File: src/rtl/scanlock_pkg.sv
package scanlock_pkg;

    parameter int DATA_W    = 8;
    parameter int SR_DEPTH  = 4;
    parameter int KEY_W     = 8;
    parameter logic [KEY_W-1:0] UNLOCK_KEY = 8'hA5;

    localparam int CHAIN_LEN = DATA_W + SR_DEPTH;

    typedef struct packed {
        logic             unlock;
        logic             relock;
        logic [KEY_W-1:0] key;
    } lock_cmd_t;

    typedef enum logic {
        MODE_FUNC = 1'b0,
        MODE_SHIFT = 1'b1
    } scan_mode_e;

    function automatic logic key_matches(input logic [KEY_W-1:0] k);
        return k == UNLOCK_KEY;
    endfunction

endpackage

File: src/rtl/scan_data_reg.sv
module scan_data_reg
    import scanlock_pkg::*;
#(
    parameter int W = DATA_W
) (
    input  logic         clk,
    input  logic         rst,
    input  scan_mode_e   mode,
    input  logic         chain_in,
    input  logic         ld_en,
    input  logic [W-1:0] d,
    output logic [W-1:0] q
);

    logic [W-1:0] shift_src;

    generate
        if (W > 1) begin : g_wide
            assign shift_src = {q[W-2:0], chain_in};
        end else begin : g_narrow
            assign shift_src = chain_in;
        end
    endgenerate

    generate
        for (genvar i = 0; i < W; i++) begin : g_bit
            logic nxt;
            always_comb begin
                if (mode == MODE_SHIFT)
                    nxt = shift_src[i];
                else
                    nxt = ld_en ? d[i] : q[i];
            end
            always_ff @(posedge clk) begin
                if (rst) q[i] <= 1'b0;
                else     q[i] <= nxt;
            end
        end
    endgenerate


    hold_when_idle_chk: assert property (@(posedge clk) disable iff (rst)
        (mode == MODE_FUNC && !ld_en) |=> $stable(q));


    load_ignored_in_scan_chk: assert property (@(posedge clk) disable iff (rst)
        (mode == MODE_SHIFT) |=> q[0] == $past(chain_in));

endmodule

File: src/rtl/head_mux_shreg.sv
module head_mux_shreg
    import scanlock_pkg::*;
#(
    parameter int DEPTH = SR_DEPTH
) (
    input  logic             clk,
    input  logic             rst,
    input  scan_mode_e       mode,
    input  logic             chain_in,
    input  logic             func_in,
    output logic [DEPTH-1:0] q
);

    logic head_nxt;

    // Only the head stage chooses between functional data and the chain.
    assign head_nxt = (mode == MODE_SHIFT) ? chain_in : func_in;

    always_ff @(posedge clk) begin
        if (rst) q[0] <= 1'b0;
        else     q[0] <= head_nxt;
    end

    // Later stages: plain D from the previous stage, still on the chain.
    generate
        for (genvar k = 1; k < DEPTH; k++) begin : g_stage
            always_ff @(posedge clk) begin
                if (rst) q[k] <= 1'b0;
                else     q[k] <= q[k-1];
            end
        end
    endgenerate


    head_func_path_chk: assert property (@(posedge clk) disable iff (rst)
        (mode == MODE_FUNC) |=> q[0] == $past(func_in));


    head_shift_path_chk: assert property (@(posedge clk) disable iff (rst)
        (mode == MODE_SHIFT) |=> q[0] == $past(chain_in));

endmodule

File: src/rtl/lock_keeper.sv
module lock_keeper
    import scanlock_pkg::*;
(
    input  logic       clk,
    input  logic       rst,
    input  scan_mode_e mode,
    input  lock_cmd_t  cmd,
    output logic       locked
);

    logic clk_en;
    logic nxt;

    // Clock enable removed for the whole scan window: neither shift nor
    // capture reaches this flop, and it is not on the chain.
    assign clk_en = (mode == MODE_FUNC);

    always_comb begin
        nxt = locked;
        if (cmd.relock)
            nxt = 1'b1;
        else if (cmd.unlock && key_matches(cmd.key))
            nxt = 1'b0;
    end

    always_ff @(posedge clk) begin
        if (rst)         locked <= 1'b1;
        else if (clk_en) locked <= nxt;
    end


    reset_locks_chk: assert property (@(posedge clk) rst |=> locked);


    frozen_in_scan_chk: assert property (@(posedge clk) disable iff (rst)
        (mode == MODE_SHIFT) |=> $stable(locked));


    unlock_needs_key_chk: assert property (@(posedge clk) disable iff (rst)
        $fell(locked) |-> $past(cmd.unlock && cmd.key == UNLOCK_KEY && mode == MODE_FUNC));


    relock_wins_chk: assert property (@(posedge clk) disable iff (rst)
        (mode == MODE_FUNC && cmd.relock) |=> locked);

endmodule

File: src/rtl/scanlock_bank.sv
module scanlock_bank
    import scanlock_pkg::*;
(
    input  logic              clk,
    input  logic              rst,
    input  logic              scan_en,
    input  logic              scan_in,
    output logic              scan_out,
    input  logic              ld_en,
    input  logic [DATA_W-1:0] data_in,
    output logic [DATA_W-1:0] data_q,
    input  logic              sr_din,
    output logic              sr_tap,
    input  logic              unlock_wr,
    input  logic              relock_wr,
    input  logic [KEY_W-1:0]  key_in,
    output logic              debug_en
);

    scan_mode_e          mode;
    logic [SR_DEPTH-1:0] sr_q;
    lock_cmd_t           cmd;
    logic                locked;

    assign mode = scan_en ? MODE_SHIFT : MODE_FUNC;
    assign cmd  = '{unlock: unlock_wr, relock: relock_wr, key: key_in};

    scan_data_reg #(.W(DATA_W)) u_data (
        .clk      (clk),
        .rst      (rst),
        .mode     (mode),
        .chain_in (scan_in),
        .ld_en    (ld_en),
        .d        (data_in),
        .q        (data_q)
    );

    head_mux_shreg #(.DEPTH(SR_DEPTH)) u_sr (
        .clk      (clk),
        .rst      (rst),
        .mode     (mode),
        .chain_in (data_q[DATA_W-1]),
        .func_in  (sr_din),
        .q        (sr_q)
    );

    lock_keeper u_lock (
        .clk    (clk),
        .rst    (rst),
        .mode   (mode),
        .cmd    (cmd),
        .locked (locked)
    );

    assign scan_out = sr_q[SR_DEPTH-1];
    assign sr_tap   = sr_q[SR_DEPTH-1];
    assign debug_en = ~locked;


    chain_link_chk: assert property (@(posedge clk) disable iff (rst)
        scan_en |=> sr_q[0] == $past(data_q[DATA_W-1]));


    debug_follows_lock_chk: assert property (@(posedge clk) disable iff (rst)
        (!scan_en && unlock_wr && !relock_wr && key_in == UNLOCK_KEY) |=> debug_en);

endmodule

File: config.mk
export PLATFORM = sky130hd
export DESIGN_NAME = scanlock_bank
export DESIGN_NICKNAME = d
export VERILOG_FILES = /design/src/rtl/scanlock_pkg.sv /design/src/rtl/scan_data_reg.sv /design/src/rtl/head_mux_shreg.sv /design/src/rtl/lock_keeper.sv /design/src/rtl/scanlock_bank.sv
export SDC_FILE = /design/constraint.sdc
export NUM_CORES = 1
export LEC_CHECK = 0
export BUFFER_PORTS_ARGS = -buffer_cell sky130_fd_sc_hd__buf_2
export CAP_MARGIN = 5
export CORE_UTILIZATION = 43
export CTS_CLUSTER_DIAMETER = 50
export DETAILED_ROUTE_END_ITERATION = 10
export PLACE_DENSITY = 0.83
export SLEW_MARGIN = 20
export SYNTH_ARGS = -nofsm -noshare
export SYNTH_HDL_FRONTEND = slang
export SYNTH_SLANG_ARGS = --single-unit
File: constraint.sdc
create_clock -name clk -period 2.1 [get_ports clk]
set_clock_uncertainty 0.15 [all_clocks]
set_input_delay 0.42 -clock clk [delete_from_list [all_inputs] [get_ports clk]]
set_output_delay 0.42 -clock clk [all_outputs]
set_load 0.01 [all_outputs]
==> results of run 1 <==
final timing paths:
kind                   endpoint           from  slack [ns]
setup reg to reg    u_data.q[5]    u_data.q[5]        1.12
hold reg to reg       u_sr.q[1]      u_sr.q[0]        0.29
hold / removal    u_lock.locked      relock_wr        0.23
setup / recovery       debug_en  u_lock.locked        0.76
cells by family (layout without fill, tap and decap cells):
kind of cell / Yosys count / count (layout)
compound gates: 9 / 9
buf+inv: 7 / 40
flops: 13 / 13
mux: 9 / 9
simple gates: 23 / 23
final cells by class:
class	instances	area [um^2]	share of cell area
repair buffers	34	170	0.227
multi-input cells	41	264	0.352
inverters	2	12.5	0.0167
flip-flops and latches	13	260	0.347
clock buffers	4	26.3	0.0350
well taps	14	17.5	0.0233
synthesized netlist by cell type:
library cell / n
buf_4: 4
mux2_2: 8
a221o_1: 1
nand4_1: 1
a21oi_1: 8
inv_1: 1
mux2i_1: 1
nor2b_1: 3
nor2_1: 1
nand2_1: 16
clkbuf_1: 1
dfxtp_1: 13
clkinv_4: 1
and4bb_1: 2
metal layers:
layer / GRT usage / vias to the layer above / share of wire
met1: 0.185 / 218 / 0.43
met4: 0.129 / 0 / 0.0099
met5: 0 / - / 0
met2: 0.284 / 26 / 0.48
met3: 0.0349 / 2 / 0.081
li1: - / 270 / -
sequential cells by signal, summed over array words and instances (netlist names):
name and flops:
u_data.q 8, u_sr.q 4, u_lock.locked 1
where the power goes:
| part | switching (mW) | internal, mW |
|---|---|---|
| combinational | 0.0320 | 0.0399 |
| clock | 0.0715 | 0.0734 |
| sequential | 0.00581 | 0.257 |
| total | 0.109 | 0.370 |
worst max-delay path, delay by kind of cell (launching register included):
kind,cells,cell delay (ns)
flops,1,0.34
buf+inv,2,0.17
==> metrics, run 1 <==
Vias=516; row count=12; Final Slew Violations=0; Iter 0 DRT Violations=7; clk sink count=13; die span in x=about 38 um; outcome=completed; compound-gate portion of the synthesized area=0.0877; placed inst area=724 um^2; vias in the first global route=446; htree depth=1; leak pwr=0.381 nW; RD Place Congestion=0.670; # nets final=119; Clock Latency Late Sink=0.26 ns; period utilization=0.640; top cell type's share of synthesized area=0.456; crit path time final=1.34 ns; initial antenna violation count=0; RSZ-0062 raised after global routing=no; die area=0.00148 mm^2; Crit Path Max Fanout=2; Setup Buffers After CTS=0; Worst EP required=1.53 ns; flops & latches, synth=13; drc violations=0; Tot Pwr=around 480 uW; mux contribution to synthesized area=0.175; average cell area after synthesis=9.35 um^2; Resize count post-CTS=0; max_cap viols=0; setup violators final=0; commonest non-fill, non-tap cell in the layout=buf_2; core footprint=about 0.0012 mm^2; TritonCTS clock tree=yes; xor/xnor share of the synthesized area=0; Starting Density=0.487; Crit Path Class=flip-flop to primary output; Syn Inst Count=61; wire length of the first global-routing pass=1660 um; fillers=approximately 110; final worst setup slack=0.756 ns; Worst Path Arrival=0.77 ns; placed cell count=104; Yosys top cell by area=dfxtp_1; slew margin rel.=0.850; Worst Max-Slew Pin Slew=0.224 ns; mapped cell area=around 570 um^2; Root Driver=clkbuf_4; final WL=1120 um; Layout area overhead=31.6%; DR vias/cell=4.78; Synth cell types=14; Max Buffers Root-to-Sink=2; Design Area, Final=751 um^2; Core Util, Final=0.641; drt pass-1 iters=2; post-synthesis adder-cell area fraction=0; synth top area cells=dfxtp_1, mux2_2, nand2_1, a21oi_1, buf_4; Worst-path clk slew=approximately 0.070 ns; fin cells=~110; largest family of logic cells by synthesized area=simple AND/OR/NAND/NOR gates; Die Y=38.4 um; # hold bufs at CTS=0; setup TNS=0 ns; sequential share of the synthesized area=0.456; routed wire length per instance=10.3 um; Pwr per Cell Area=639 mW/mm^2; I/O pins=35; Final ANT Viol Nets=0; GR Overflow Total=0; Fin Hold WS=0.226 ns; IO Port Bufs=34; # diodes=0; cell depth of the worst flop-to-flop path=3; min-delay worst type=primary input to flip-flop; Yosys warning count=0; crit path max-delay cell type=dfxtp_1; most frequent cells in the layout=buf_2, nand2_1, dfxtp_1; Post-Synth Simple-Gate Area=0.200; cts bufs inserted=3; total track usage=0.170; Final Hold Vio Count=0; Peak Freq=about 740 MHz; IR drop worst, VDD=0.305 mV; CP cell instances=inv_1, buf_2; CP Launch Type=flip-flop; pre-CTS setup slack=approximately 0.67 ns; syn_nets=between 80 and 90; share of post-route cells with drive strength above 1=0.489; Worst Hold Path Cells=2; slowest stage delay, CP=0.34 ns; critical path endpoint category=primary output; largest net degree at the start of global routing=14
(Power assumes the default switching activity.)
==> run 2: changes to the inputs <==
--- a/config.mk
+++ b/config.mk
@@ -7,10 +7,10 @@
 export LEC_CHECK = 0
 export BUFFER_PORTS_ARGS = -buffer_cell sky130_fd_sc_hd__buf_2
 export CAP_MARGIN = 5
-export CORE_UTILIZATION = 43
+export CORE_UTILIZATION = 40
 export CTS_CLUSTER_DIAMETER = 50
 export DETAILED_ROUTE_END_ITERATION = 10
-export PLACE_DENSITY = 0.83
+export PLACE_DENSITY = 0.78
 export SLEW_MARGIN = 20
 export SYNTH_ARGS = -nofsm -noshare
 export SYNTH_HDL_FRONTEND = slang
==> constraint.sdc (replaced) <==
create_clock -name clk -period 1.3 [get_ports clk]
set_clock_uncertainty 0.15 [all_clocks]
set_input_delay 0.26 -clock clk [delete_from_list [all_inputs] [get_ports clk]]
set_output_delay 0.26 -clock clk [all_outputs]
set_load 0.01 [all_outputs]
==> metrics, run 2 (synthesis results as in run 1) <==
outcome=completed; Top reg by flops=u_data.q; CP cell instances=buf_2; Worst Hold Path Cells=2 (unchanged); commonest non-fill, non-tap cell in the layout=buf_2; Max Buffers Root-to-Sink=2 (unchanged); drt pass-1 iters=2 (unchanged); leak pwr=0.385 nW (+1.3%); total track usage=0.173 (+0.00363); R2R setup slack=0.34 ns (-0.78 ns); Root Driver=clkbuf_4; final WL=1050 um (-5.9%); slew margin rel.=0.844 (-0.00650); Pwr per Cell Area=1020 mW/mm^2 (+60%); HPWL Detailed=787 um; routed wire length per instance=9.54 um (-7.6%); clk sink count=13 (unchanged); max FFs per register=8 (unchanged); Layout area overhead=33.1%; Final Slew Violations=0 (unchanged); IR drop worst, VDD=0.629 mV (+110%); Worst-path clk slew=0.07 ns (about the same); initial antenna violation count=0 (unchanged); RSZ-0062 raised after global routing=no; Die Y=39.8 um (+3.5%); TritonCTS clock tree=yes; Clock Latency Late Sink=0.26 ns (about the same); cts bufs inserted=3 (unchanged); Crit Path Class=flip-flop to primary output; min-delay worst type=primary input to flip-flop; vias in the first global route=437 (-2.0%); largest net degree at the start of global routing=14 (unchanged); I/O pins=35 (unchanged); Worst R2R Start=u_data.q[0]; Worst Max-Slew Pin Slew=0.234 ns (+0.00975 ns); family with the most delay on the worst path=flip-flops; period utilization=0.906; slowest stage delay, CP=0.36 ns (+0.02 ns); CP Launch Type=flip-flop; worst flop-to-flop path endpoint=u_data.q[0]; share of post-route cells with drive strength above 1=0.495 (+0.00538); worst path buffer plus inverter count=1 (-1); max_cap viols=0 (unchanged); die area=0.00158 mm^2 (+7.1%); Final ANT Viol Nets=0 (unchanged); HP Start=relock_wr; Worst EP required=0.89 ns (-0.64 ns); DR vias/cell=4.77 (-0.11%); sink of the worst hold path=u_lock.locked; cell depth of the worst flop-to-flop path=3 (unchanged); RD Place Congestion=0.680 (+1.4%); # diodes=0 (unchanged); Peak Freq=849 MHz; # hold bufs at CTS=0 (unchanged); Starting Density=0.433 (-0.0541); die span in x=39.8 um (+3.5%); IO Port Bufs=34 (unchanged); crit path time final=between 1 and 1.5 ns; # nets final=120 (+0.84%); Worst Path Arrival=0.77 ns (about the same); most frequent cells in the layout=buf_2, nand2_1, dfxtp_1; setup TNS=0 ns (unchanged); Resize count post-CTS=0 (unchanged); row count=13 (+1); wire length of the first global-routing pass=1790 um (+7.9%); htree depth=1 (unchanged); core footprint=0.00132 mm^2 (+13%); fillers=128 (+20%); GR Overflow Total=0 (unchanged); Setup Buffers After CTS=0 (unchanged); Top Registers=u_data.q: 8 flops, u_sr.q: 4 flops, u_lock.locked: 1 flops; Core Util, Final=0.576 (-0.0646); critical path endpoint category=primary output; drc violations=0 (unchanged); Final Hold Vio Count=0 (unchanged); setup violators final=0 (unchanged); Tot Pwr=778 uW (+62%); Iter 0 DRT Violations=3 (-4); crit path max-delay cell type=dfxtp_1; Vias=525 (+1.7%); Crit Path Max Fanout=3 (+1)
==> run 2: through the flow <==
| stage | area [um^2] | hold WS (ns) | std cells | worst slack, ns |
|---|---|---|---|---|
| floorplan | 571 | 0.182 | 61 | 0.169 |
| global placement | 733 | 0.268 | 106 | 0.0603 |
| detailed placement | 733 | 0.280 | 106 | 0.0327 |
| CTS | 759 | 0.0529 | 110 | 0.108 |
| global route | 759 | 0.0518 | 110 | 0.0647 |
| finish | 759 | 0.0635 | 110 | 0.122 |
==> run 2: report_power, final <==
group          total [mW]  internal [mW]  switching, mW
Clock               0.236          0.119          0.118
Combinational       0.118         0.0664         0.0517
Sequential          0.424          0.415        0.00903
Total               0.778          0.600          0.178
==> run 2: layout make-up <==
cell class                      count  area (um^2)  share of cell area
Inverter                            2         12.5              0.0165
Tap cell                           15         18.8              0.0247
Clock buffer                        4         26.3              0.0346
Timing Repair Buffer               35          178               0.234
Sequential cell                    13          260               0.343
Multi-Input combinational cell     41          264               0.348
==> run 2: worst max-delay path by stage <==
| stage | end | cells after the start | slack (ns) | startpoint |
|---|---|---|---|---|
| floorplan | u_lock.locked | 3 | 0.17 | key_in[6] |
| global placement | u_lock.locked | 4 | 0.06 | key_in[6] |
| detailed placement | u_lock.locked | 4 | 0.03 | key_in[6] |
| CTS | debug_en | 2 | 0.11 | u_lock.locked |
| global route | data_q[5] | 1 | 0.06 | u_data.q[5] |
| finish | data_q[7] | 1 | 0.12 | u_data.q[7] |
==> run 2: layer usage <==
layer / wire length [um] / share of wire / GRT usage
met3: 94 / 0.090 / 0.0909
met4: 4 / 0.0038 / 0.0259
met5: 0 / 0 / 0
met2: 437 / 0.42 / 0.270
met1: 514 / 0.49 / 0.212
